$ cat config.mk
export PLATFORM = sky130hd
export DESIGN_NAME = cmo_ctrl
export DESIGN_NICKNAME = d
export VERILOG_FILES = /design/src/rtl/cmo_pkg.sv /design/src/rtl/cmo_regfile.sv /design/src/rtl/cmo_cmd_decode.sv /design/src/rtl/cmo_req_seq.sv /design/src/rtl/cmo_ctrl.sv
export SDC_FILE = /design/constraint.sdc
export NUM_CORES = 1
export LEC_CHECK = 0
export ABC_AREA = 0
export BUFFER_PORTS_ARGS = -buffer_cell sky130_fd_sc_hd__buf_2
export CORE_MARGIN = 1
export CORE_UTILIZATION = 45
export DETAILED_ROUTE_END_ITERATION = 12
export SYNTH_ARGS = -nofsm -noshare
export SYNTH_HDL_FRONTEND = slang
export SYNTH_SLANG_ARGS = --single-unit
$ cat constraint.sdc
create_clock -name clk -period 4.76 [get_ports clk]
set_input_delay 0.714 -clock clk [delete_from_list [all_inputs] [get_ports clk]]
set_output_delay 0.714 -clock clk [all_outputs]
set_load 0.1 [all_outputs]
$ cat src/rtl/cmo_pkg.sv
package cmo_pkg;
  typedef enum logic [1:0] {
    CMO_OP_NONE  = 2'b00,
    CMO_OP_INV   = 2'b01,
    CMO_OP_FLUSH = 2'b10
  } cmo_op_e;

  typedef enum logic [1:0] {
    SEQ_IDLE  = 2'b00,
    SEQ_ISSUE = 2'b01,
    SEQ_WAIT  = 2'b10
  } seq_state_e;

  localparam int CODE_INV   = 16;
  localparam int CODE_CLEAN = 17;
  localparam int CODE_FLUSH = 18;

  localparam int OFF_TAG    = 'h100;
  localparam int OFF_SET    = 'h108;
  localparam int OFF_LEGACY = 'h110;
  localparam int OFF_FLAG   = 'h180;
  localparam int OFF_CMD    = 'h200;
endpackage

$ cat src/rtl/cmo_regfile.sv
module cmo_regfile
  import cmo_pkg::*;
#(
  parameter int ADDR_W        = 12,
  parameter int DATA_W        = 64,
  parameter int TAG_W         = 32,
  parameter int SET_W         = 12,
  parameter int NUM_DATA_REGS = 8
) (
  input  logic              clk,
  input  logic              rst_n,
  input  logic              wen,
  input  logic [ADDR_W-1:0] addr,
  input  logic [DATA_W-1:0] wdata,
  input  logic              flag_in,
  output logic [DATA_W-1:0] rdata,
  output logic [TAG_W-1:0]  tag_q,
  output logic [SET_W-1:0]  set_q,
  output logic              cmd_wr
);
  localparam int NUM_LEG = NUM_DATA_REGS + 1;

  logic [DATA_W-1:0] leg_q [NUM_LEG];

  assign cmd_wr = wen && (addr == ADDR_W'(OFF_CMD));

  always_ff @(posedge clk or negedge rst_n) begin
    if (!rst_n) begin
      tag_q <= '0;
      set_q <= '0;
    end else if (wen) begin
      if (addr == ADDR_W'(OFF_TAG)) tag_q <= wdata[TAG_W-1:0];
      if (addr == ADDR_W'(OFF_SET)) set_q <= wdata[SET_W-1:0];
    end
  end

  for (genvar k = 0; k < NUM_LEG; k++) begin : g_leg
    always_ff @(posedge clk or negedge rst_n) begin
      if (!rst_n) leg_q[k] <= '0;
      else if (wen && addr == ADDR_W'(OFF_LEGACY + 8 * k)) leg_q[k] <= wdata;
    end
  end

  always_comb begin
    rdata = '0;
    if (addr == ADDR_W'(OFF_TAG))  rdata = DATA_W'(tag_q);
    if (addr == ADDR_W'(OFF_SET))  rdata = DATA_W'(set_q);
    if (addr == ADDR_W'(OFF_FLAG)) rdata = DATA_W'(flag_in);
    for (int k = 0; k < NUM_LEG; k++) begin
      if (addr == ADDR_W'(OFF_LEGACY + 8 * k)) rdata = leg_q[k];
    end
  end
endmodule

$ cat src/rtl/cmo_cmd_decode.sv
module cmo_cmd_decode
  import cmo_pkg::*;
#(
  parameter int DATA_W = 64
) (
  input  logic [DATA_W-1:0] cmd_val,
  output logic              legal,
  output cmo_op_e           op
);
  always_comb begin
    legal = 1'b1;
    op    = CMO_OP_NONE;
    case (cmd_val)
      DATA_W'(CODE_INV):   op = CMO_OP_INV;
      DATA_W'(CODE_CLEAN): op = CMO_OP_FLUSH; // clean is served as a full flush
      DATA_W'(CODE_FLUSH): op = CMO_OP_FLUSH;
      default:             legal = 1'b0;
    endcase
  end
endmodule

$ cat src/rtl/cmo_req_seq.sv
module cmo_req_seq
  import cmo_pkg::*;
#(
  parameter int TAG_W = 32,
  parameter int SET_W = 12
) (
  input  logic             clk,
  input  logic             rst_n,
  input  logic             start,
  input  logic             legal,
  input  cmo_op_e          op_in,
  input  logic [TAG_W-1:0] tag_in,
  input  logic [SET_W-1:0] set_in,
  output logic             idle,
  output logic             req_valid,
  input  logic             req_ready,
  output cmo_op_e          req_op,
  output logic [TAG_W-1:0] req_tag,
  output logic [SET_W-1:0] req_set,
  input  logic             done
);
  seq_state_e state_q;

  assign idle      = (state_q == SEQ_IDLE);
  assign req_valid = (state_q == SEQ_ISSUE);

  always_ff @(posedge clk or negedge rst_n) begin
    if (!rst_n) begin
      state_q <= SEQ_IDLE;
      req_op  <= CMO_OP_NONE;
      req_tag <= '0;
      req_set <= '0;
    end else begin
      case (state_q)
        SEQ_IDLE: if (start && legal) begin
          req_op  <= op_in;
          req_tag <= tag_in;
          req_set <= set_in;
          state_q <= SEQ_ISSUE;
        end
        SEQ_ISSUE: if (req_ready) state_q <= SEQ_WAIT;
        SEQ_WAIT:  if (done) state_q <= SEQ_IDLE;
        default:   state_q <= SEQ_IDLE;
      endcase
    end
  end

  // pending request held stable until accepted
  p_req_hold_r10: assert property (@(posedge clk) disable iff (!rst_n)
    req_valid && !req_ready |=> req_valid && $stable(req_op) && $stable(req_tag) && $stable(req_set));

  // only invalidate or flush reach the cache
  p_op_legal_r5: assert property (@(posedge clk) disable iff (!rst_n)
    req_valid |-> (req_op == CMO_OP_INV || req_op == CMO_OP_FLUSH));

  // flag returns only after a completion pulse
  p_flag_after_done_r8: assert property (@(posedge clk) disable iff (!rst_n)
    $rose(idle) |-> $past(done));
endmodule

$ cat src/rtl/cmo_ctrl.sv
module cmo_ctrl
  import cmo_pkg::*;
#(
  parameter int ADDR_W        = 12,
  parameter int DATA_W        = 64,
  parameter int TAG_W         = 32,
  parameter int SET_W         = 12,
  parameter int NUM_DATA_REGS = 8
) (
  input  logic              clk,
  input  logic              rst_n,
  input  logic              bus_wen,
  input  logic [ADDR_W-1:0] bus_addr,
  input  logic [DATA_W-1:0] bus_wdata,
  output logic [DATA_W-1:0] bus_rdata,
  output logic              cmo_req_valid,
  input  logic              cmo_req_ready,
  output logic [1:0]        cmo_req_op,
  output logic [TAG_W-1:0]  cmo_req_tag,
  output logic [SET_W-1:0]  cmo_req_set,
  input  logic              cmo_done
);
  logic             flag;
  logic             cmd_wr;
  logic             cmd_legal;
  cmo_op_e          cmd_op;
  cmo_op_e          req_op;
  logic [TAG_W-1:0] tag_q;
  logic [SET_W-1:0] set_q;

  cmo_regfile #(
    .ADDR_W(ADDR_W), .DATA_W(DATA_W), .TAG_W(TAG_W), .SET_W(SET_W),
    .NUM_DATA_REGS(NUM_DATA_REGS)
  ) u_regs (
    .clk(clk), .rst_n(rst_n), .wen(bus_wen), .addr(bus_addr), .wdata(bus_wdata),
    .flag_in(flag), .rdata(bus_rdata), .tag_q(tag_q), .set_q(set_q), .cmd_wr(cmd_wr)
  );

  cmo_cmd_decode #(.DATA_W(DATA_W)) u_dec (
    .cmd_val(bus_wdata), .legal(cmd_legal), .op(cmd_op)
  );

  cmo_req_seq #(.TAG_W(TAG_W), .SET_W(SET_W)) u_seq (
    .clk(clk), .rst_n(rst_n), .start(cmd_wr), .legal(cmd_legal), .op_in(cmd_op),
    .tag_in(tag_q), .set_in(set_q), .idle(flag), .req_valid(cmo_req_valid),
    .req_ready(cmo_req_ready), .req_op(req_op), .req_tag(cmo_req_tag),
    .req_set(cmo_req_set), .done(cmo_done)
  );

  assign cmo_req_op = req_op;

  // an accepted command drops the flag on the next cycle
  p_accept_clears_r8: assert property (@(posedge clk) disable iff (!rst_n)
    bus_wen && bus_addr == ADDR_W'(OFF_CMD) && flag &&
    (bus_wdata == DATA_W'(CODE_INV) || bus_wdata == DATA_W'(CODE_CLEAN) ||
     bus_wdata == DATA_W'(CODE_FLUSH)) |=> !flag);

  // an unknown code leaves the block ready with no request
  p_illegal_ignored_r7: assert property (@(posedge clk) disable iff (!rst_n)
    bus_wen && bus_addr == ADDR_W'(OFF_CMD) && flag &&
    bus_wdata != DATA_W'(CODE_INV) && bus_wdata != DATA_W'(CODE_CLEAN) &&
    bus_wdata != DATA_W'(CODE_FLUSH) |=> flag && !cmo_req_valid);
endmodule

# Word level (Yosys, flattened, before mapping)
# Cells that the tools add are included.
[totals]
n_memories = 0
latchBits = 0
in_bits = 81
rom_bits = 0
ramBits = 0
elab_cells = 72
register_bits = 668
output_inout_bits = 111
[op_classes]
n_shift = 0
reduce_logical = 18
addsub = 0
n_mul = 0
div_mod_pow = 0
n_eq_ne = 21
bitwise_logic = 0
muxes = 18
magnitude_cmp = 0
[ops]
columns = ["op", "count"]
rows = [
  ["64-bit two-way mux", 9],
  ["64-bit by 5-bit == test with 1-bit output, second input constant", 3],
  ["12-bit by 9-bit == test with 1-bit output, second input constant", 12],
  ["32-bit two-way mux", 3],
  ["12-bit by 10-bit == test with 1-bit output, second input constant", 1],
  ["1-bit logical AND", 11],
  ["2-bit two-way mux", 3],
  ["2-bit case mux with 3 select lines", 1],
  ["2-bit AND reduction", 3],
  ["2-bit by 1-bit inequality test with 1-bit output, second input constant", 2],
  ["2-bit case mux with 2 select lines", 1],
  ["3-bit AND reduction", 1],
  ["3-bit OR reduction", 1],
  ["2-bit by 1-bit == test with 1-bit output, second input constant", 1],
  ["2-bit == test, second input constant", 1],
  ["2-bit zero test", 1],
  ["2-bit inequality test, second input constant", 1],
  ["2-bit OR reduction", 1],
  ["1-bit two-way mux", 1],
]

# Depth between registers and ports, before layout
[depth]
ltp_word = 13
mapped_depth = 10
mapped_depth_nobuf = 6

# By module
# A second synthesis with hierarchy kept.
[unflattened]
cells_unflattened = 2588
hier_area_um2 = 31679.1
[by_module_without_submodules]
columns = ["module", "cells_each", "area_per_inst_um2", "seq_area_each_um2", "instances"]
rows = [
  ["cmo_regfile", 2456, 29458.3, 15514.9, 1],
  ["cmo_req_seq", 107, 2021.9, 1201.2, 1],
  ["cmo_cmd_decode", 25, 198.9, 0.0, 1],
]

# Worst setup path before layout
# Ideal clock, no wire load.
[synth_path]
path_type = "input to output"
from = "input bus_addr[9]"
to = "output bus_rdata[13]"
required_time_ns = 4.046
path_buffers = 1
arrival_ns = 4.341
setup_slack_ns = -0.295
cell_stages = 7
path_cell_list = "or4b_4 > nor2_4 > buf_6 > o21ai_2 > a2111oi_2 > o22ai_1 > a211oi_1"
[synth_via]
elab_chain_len = 13
elab_cells_between_ends = 24
cone_classes = "eq/ne (12); mux (12)"
[synth_lines]
columns = ["item", "line", "source"]
rows = [
  ["start, declared", "cmo_ctrl.sv:13", "input logic [ADDR_W-1:0] bus_addr,"],
  ["12-bit by 9-bit == test with 1-bit output", "cmo_regfile.sv:46", "if (addr == ADDR_W'(OFF_TAG)) rdata = DATA_W'(tag_q);"],
  ["32-bit two-way mux", "cmo_regfile.sv:46", ""],
  ["32-bit two-way mux", "cmo_regfile.sv:47", "if (addr == ADDR_W'(OFF_SET)) rdata = DATA_W'(set_q);"],
  ["32-bit two-way mux", "cmo_regfile.sv:48", "if (addr == ADDR_W'(OFF_FLAG)) rdata = DATA_W'(flag_in);"],
  ["64-bit two-way mux (8 in a row)", "cmo_regfile.sv:50", "if (addr == ADDR_W'(OFF_LEGACY + 8 * k)) rdata = leg_q[k];"],
  ["64-bit two-way mux (*)", "cmo_regfile.sv:50", ""],
  ["end, declared", "cmo_ctrl.sv:15", "output logic [DATA_W-1:0] bus_rdata,"],
]
# Mark *: on every way between the ends. The rest lies on a longest branch, timed or not.

# Final worst setup path
[layout_path]
from = "input bus_addr[5]"
to = "output bus_rdata[18]"
# Same word-level chain as after synthesis.

==> metrics list <==
- CP max FO: 14
- After layout, the worst path uses 88.43% of the clock period.
- In the final layout, the share of cells above drive strength 1 is 41.35%.
* Top Ports: about 190
- The worst pin sits at a relative slew slack of 23.11%.
- Max Cap Viol: 0
- The setup path with the least slack is of type input pin to output port.
* Distinct cells, synth: 77
* Post-synth EDFFs: 0
- Total routing resource utilization after global routing: 27.70%
- Summed over all cells, the static leakage comes to 17.89 nW.
- Full die area: 0.07023 mm²
* Ordered list of cells on the worst path: buf_2, buf_4, inv_1, and3_1, buf_4, nand2_1, a211oi_1, o21ai_0, a221oi_2, buf_12
* Post-layout util: 53.15%
- WP data arrival: approximately 3500 ps
* Max-slew violation count: 0
- Wire length of the first global-routing pass: 148.1 mm
- The highest layer touched by signal routing is met5.
* Max Clock Skew: 22.24 ps
- Clock Root Buffer: sky130_fd_sc_hd__clkbuf_16
* DR iter-0 viols: 1973
- The initial antenna violation count was 5.
- Most used flip-flop cell after synthesis: sky130_fd_sc_hd__dfrtp_1
- Ratio of total power to cell area: around 330 mW/mm²
- Critical Path Most Common Cell: sky130_fd_sc_hd__buf_4
- After floorplanning, the core was divided into 96 placement rows.
- Die height: 265.0 µm
- In this run the cell area of the synthesized design comes to 0.03113 mm².
- The count of nets left with antenna violations once routing finished came out at 0.
* Mapped Nets: 2639
- Growth of design area from synthesis to finish: 16.91%
- At the later pin of the worst-skew pair, clock insertion delay measures 630 ps.
- Count of H-tree levels built during CTS: 3
- Yosys attributes the largest share of cell area to sky130_fd_sc_hd__dfrtp_1 54%, sky130_fd_sc_hd__mux2_2 24%, sky130_fd_sc_hd__a21oi_1 3.2%.
- The flow ran to the end, and the final reports show no timing, DRC or antenna violations.
- CTS tree: yes
- The number of global-route vias before repair was 23460.
- Met2 Routed Length: 46.13 mm
* GPL Wtd Cong: 0.9432
- Based on the critical path, the design can be clocked at up to 0.2376 GHz.
- Setup violations remaining at the end of the flow were counted as 0.
* X dimension of the die: around 270 µm
* Number of clock buffers inserted by TritonCTS: 74
- Number of post-CTS setup repair buffers: 0
- Setup WS pre-CTS: 614.7 ps
- Mean number of vias per cell: 6.226
- The core region is 0.06847 mm².
* Total via count after detailed routing: 22510
- Post-route minimum period: 4209 ps
- Share of the synthesized area in the top cell type: 53.70%
- Number of DRC violations after detailed routing: 0
- Kind of start point of the critical path: input pin
- Global routing finished with a remaining overflow of 0.
- Routed wl met3: around 6.2 mm
- By count the netlist is led by 668 x sky130_fd_sc_hd__dfrtp_1, 660 x sky130_fd_sc_hd__mux2_2, 197 x sky130_fd_sc_hd__a21oi_1.
* Final Hold Vio Count: 0
- Least setup slack across all paths after layout: 550.9 ps
- At the worst endpoint, the required time is 4050 ps.
- Setup repair after global routing left no endpoint under its margin.
- After clock tree synthesis, the flow added hold-fix buffers numbering 0.
- Yosys printed 0 warnings.
* Total length of routed wires: 96.74 mm
* Post-route met1 wirelength: 41.62 mm
- Once detailed placement completed, the half-perimeter wirelength came to 60.49 mm.
* Synthesized area per cell: roughly 12 µm²
* Number of buffers added on ports: 191
- Final nets: 2753
- The cell count after synthesis came out at approximately 2600.
- Initial Util: a little under half
- After clock tree synthesis, the clock-pin slew on the worst setup and hold paths is ~60 ps.
- Fraction of the yosys area taken by sequential cells: 53.70%
- The longest clock path from root to sink contains 3 buffers.
- Category of the worst setup path capture point: output port
- The slowest stage of the critical path belongs to the cell sky130_fd_sc_hd__and3_1.
- Yosys reg bits: 668
* Tightest Pin Transition: 1143 ps
- For this run, the slowest stage of the critical path takes 640 ps.
* Count leader, synth: sky130_fd_sc_hd__dfrtp_1
- The worst-case IR drop observed on VDD is 0.2276 mV.
- Mean routed wirelength per cell: 26.76 µm
* Yosys top cell by area: sky130_fd_sc_hd__dfrtp_1
* Count of clock tree sinks: about 670
* Post_cts resized: 0
* Worst hold path type: input pin to async pin
* Number of inserted diodes: 0
- Largest net degree at the start of global routing: 113
* First-pass iteration count of the detailed router: 5
* Async set-reset flop share out of synthesis: 100.0%
per-layer routing:
| metal | vias to the layer above | GRT usage [%] |
|---|---|---|
| met4 | 2 | 9.670 |
| li1 | 9641 | - |
| met1 | 11790 | 37.68 |
| met2 | 886 | 44.99 |
| met5 | - | 0 |
| met3 | 183 | 4.434 |
worst max-delay path: cells and delay by family:
kind            cells  cell delay [ps]
buf+inv             5             1120
simple gates        2              730
compound gates      3              910
registers in the layout, indices dropped and copies added, names as in the netlist:
register	flops
u_regs.leg_q	576
u_regs.set_q	12
u_regs.tag_q	32
u_seq.req_op	2
u_seq.req_set	12
u_seq.req_tag	32
u_seq.state_q	2
path summary, 6_finish.rpt:
| check | startpoint | endpoint | slack [ps] | cells past startpoint |
|---|---|---|---|---|
| min in group clk | cmo_req_ready | u_seq.state_q[0] | 330 | 2 |
| worst min register to register | u_seq.req_op[0] | u_seq.req_op[0] | 480 | 2 |
| max in group asynchronous | rst_n | u_regs.leg_q[439] | 3360 | 2 |
| worst max-delay path | bus_addr[5] | bus_rdata[18] | 550 | 10 |
| worst max register to register | u_seq.state_q[1] | u_seq.req_tag[28] | 2990 | 6 |
| worst min-delay path | rst_n | u_seq.req_tag[17] | 150 | 1 |
stage by stage:
| step | hold slack (ps) | area (µm²) | total power [mW] | setup TNS, ps | cells |
|---|---|---|---|---|---|
| final | 153.3 | 36390 | 12.11 | 0 | 3615 |
| after CTS | 208.3 | 36390 | 12.20 | 0 | 3615 |
| after floorplan | 418.4 | 31190 | 6.057 | -2613 | 2558 |
| after global placement | 462.0 | 33900 | 6.353 | 0 | 3478 |
| after detailed placement | 474.9 | 33900 | 6.364 | 0 | 3478 |
| after global routing | 226.3 | 36390 | 12.48 | 0 | 3615 |
cell families (layout without fill, tap and decap cells):
group | Yosys count | count (layout) | synth area share, %
and+or+nand+nor | 349 | 349 | 5.828
AOI/OAI and AO/OA | 591 | 591 | 11.78
DFF | 668 | 668 | 53.70
buffers and inverters | 260 | 435 | 3.718
xor gates and xnor gates | 2 | 2 | 0.05628
muxes | 688 | 688 | 24.92
area by class of cell:
type	instances	area, µm²
Multi-Input combinational cell	1630	13410
Clock buffer	109	2206
Fill cell	5850	32070
Tap cell	882	1104
Inverter	6	22.52
Sequential cell	668	16720
Clock inverter	28	284.0
Timing Repair Buffer	292	2655
cells in the final DEF, fill, tap and decap left out, types with 38 or more instances in the layout:
master / count
sky130_fd_sc_hd__mux2_2: 660
sky130_fd_sc_hd__o21ai_0: 105
sky130_fd_sc_hd__o22ai_1: 69
sky130_fd_sc_hd__nand2_1: 85
sky130_fd_sc_hd__o211ai_1: 38
sky130_fd_sc_hd__nor2_1: 126
sky130_fd_sc_hd__buf_12: 64
sky130_fd_sc_hd__a21oi_1: 197
sky130_fd_sc_hd__buf_4: 89
sky130_fd_sc_hd__clkbuf_16: 76
sky130_fd_sc_hd__dfrtp_1: 668
sky130_fd_sc_hd__buf_2: 138
power breakdown:
group          internal, mW  switching, mW
logic                 0.128          0.419
clock network          3.45           2.40
registers              5.70         0.0130
total                  9.28           2.83
No activity file was read; power rests on OpenSTA's default activity.
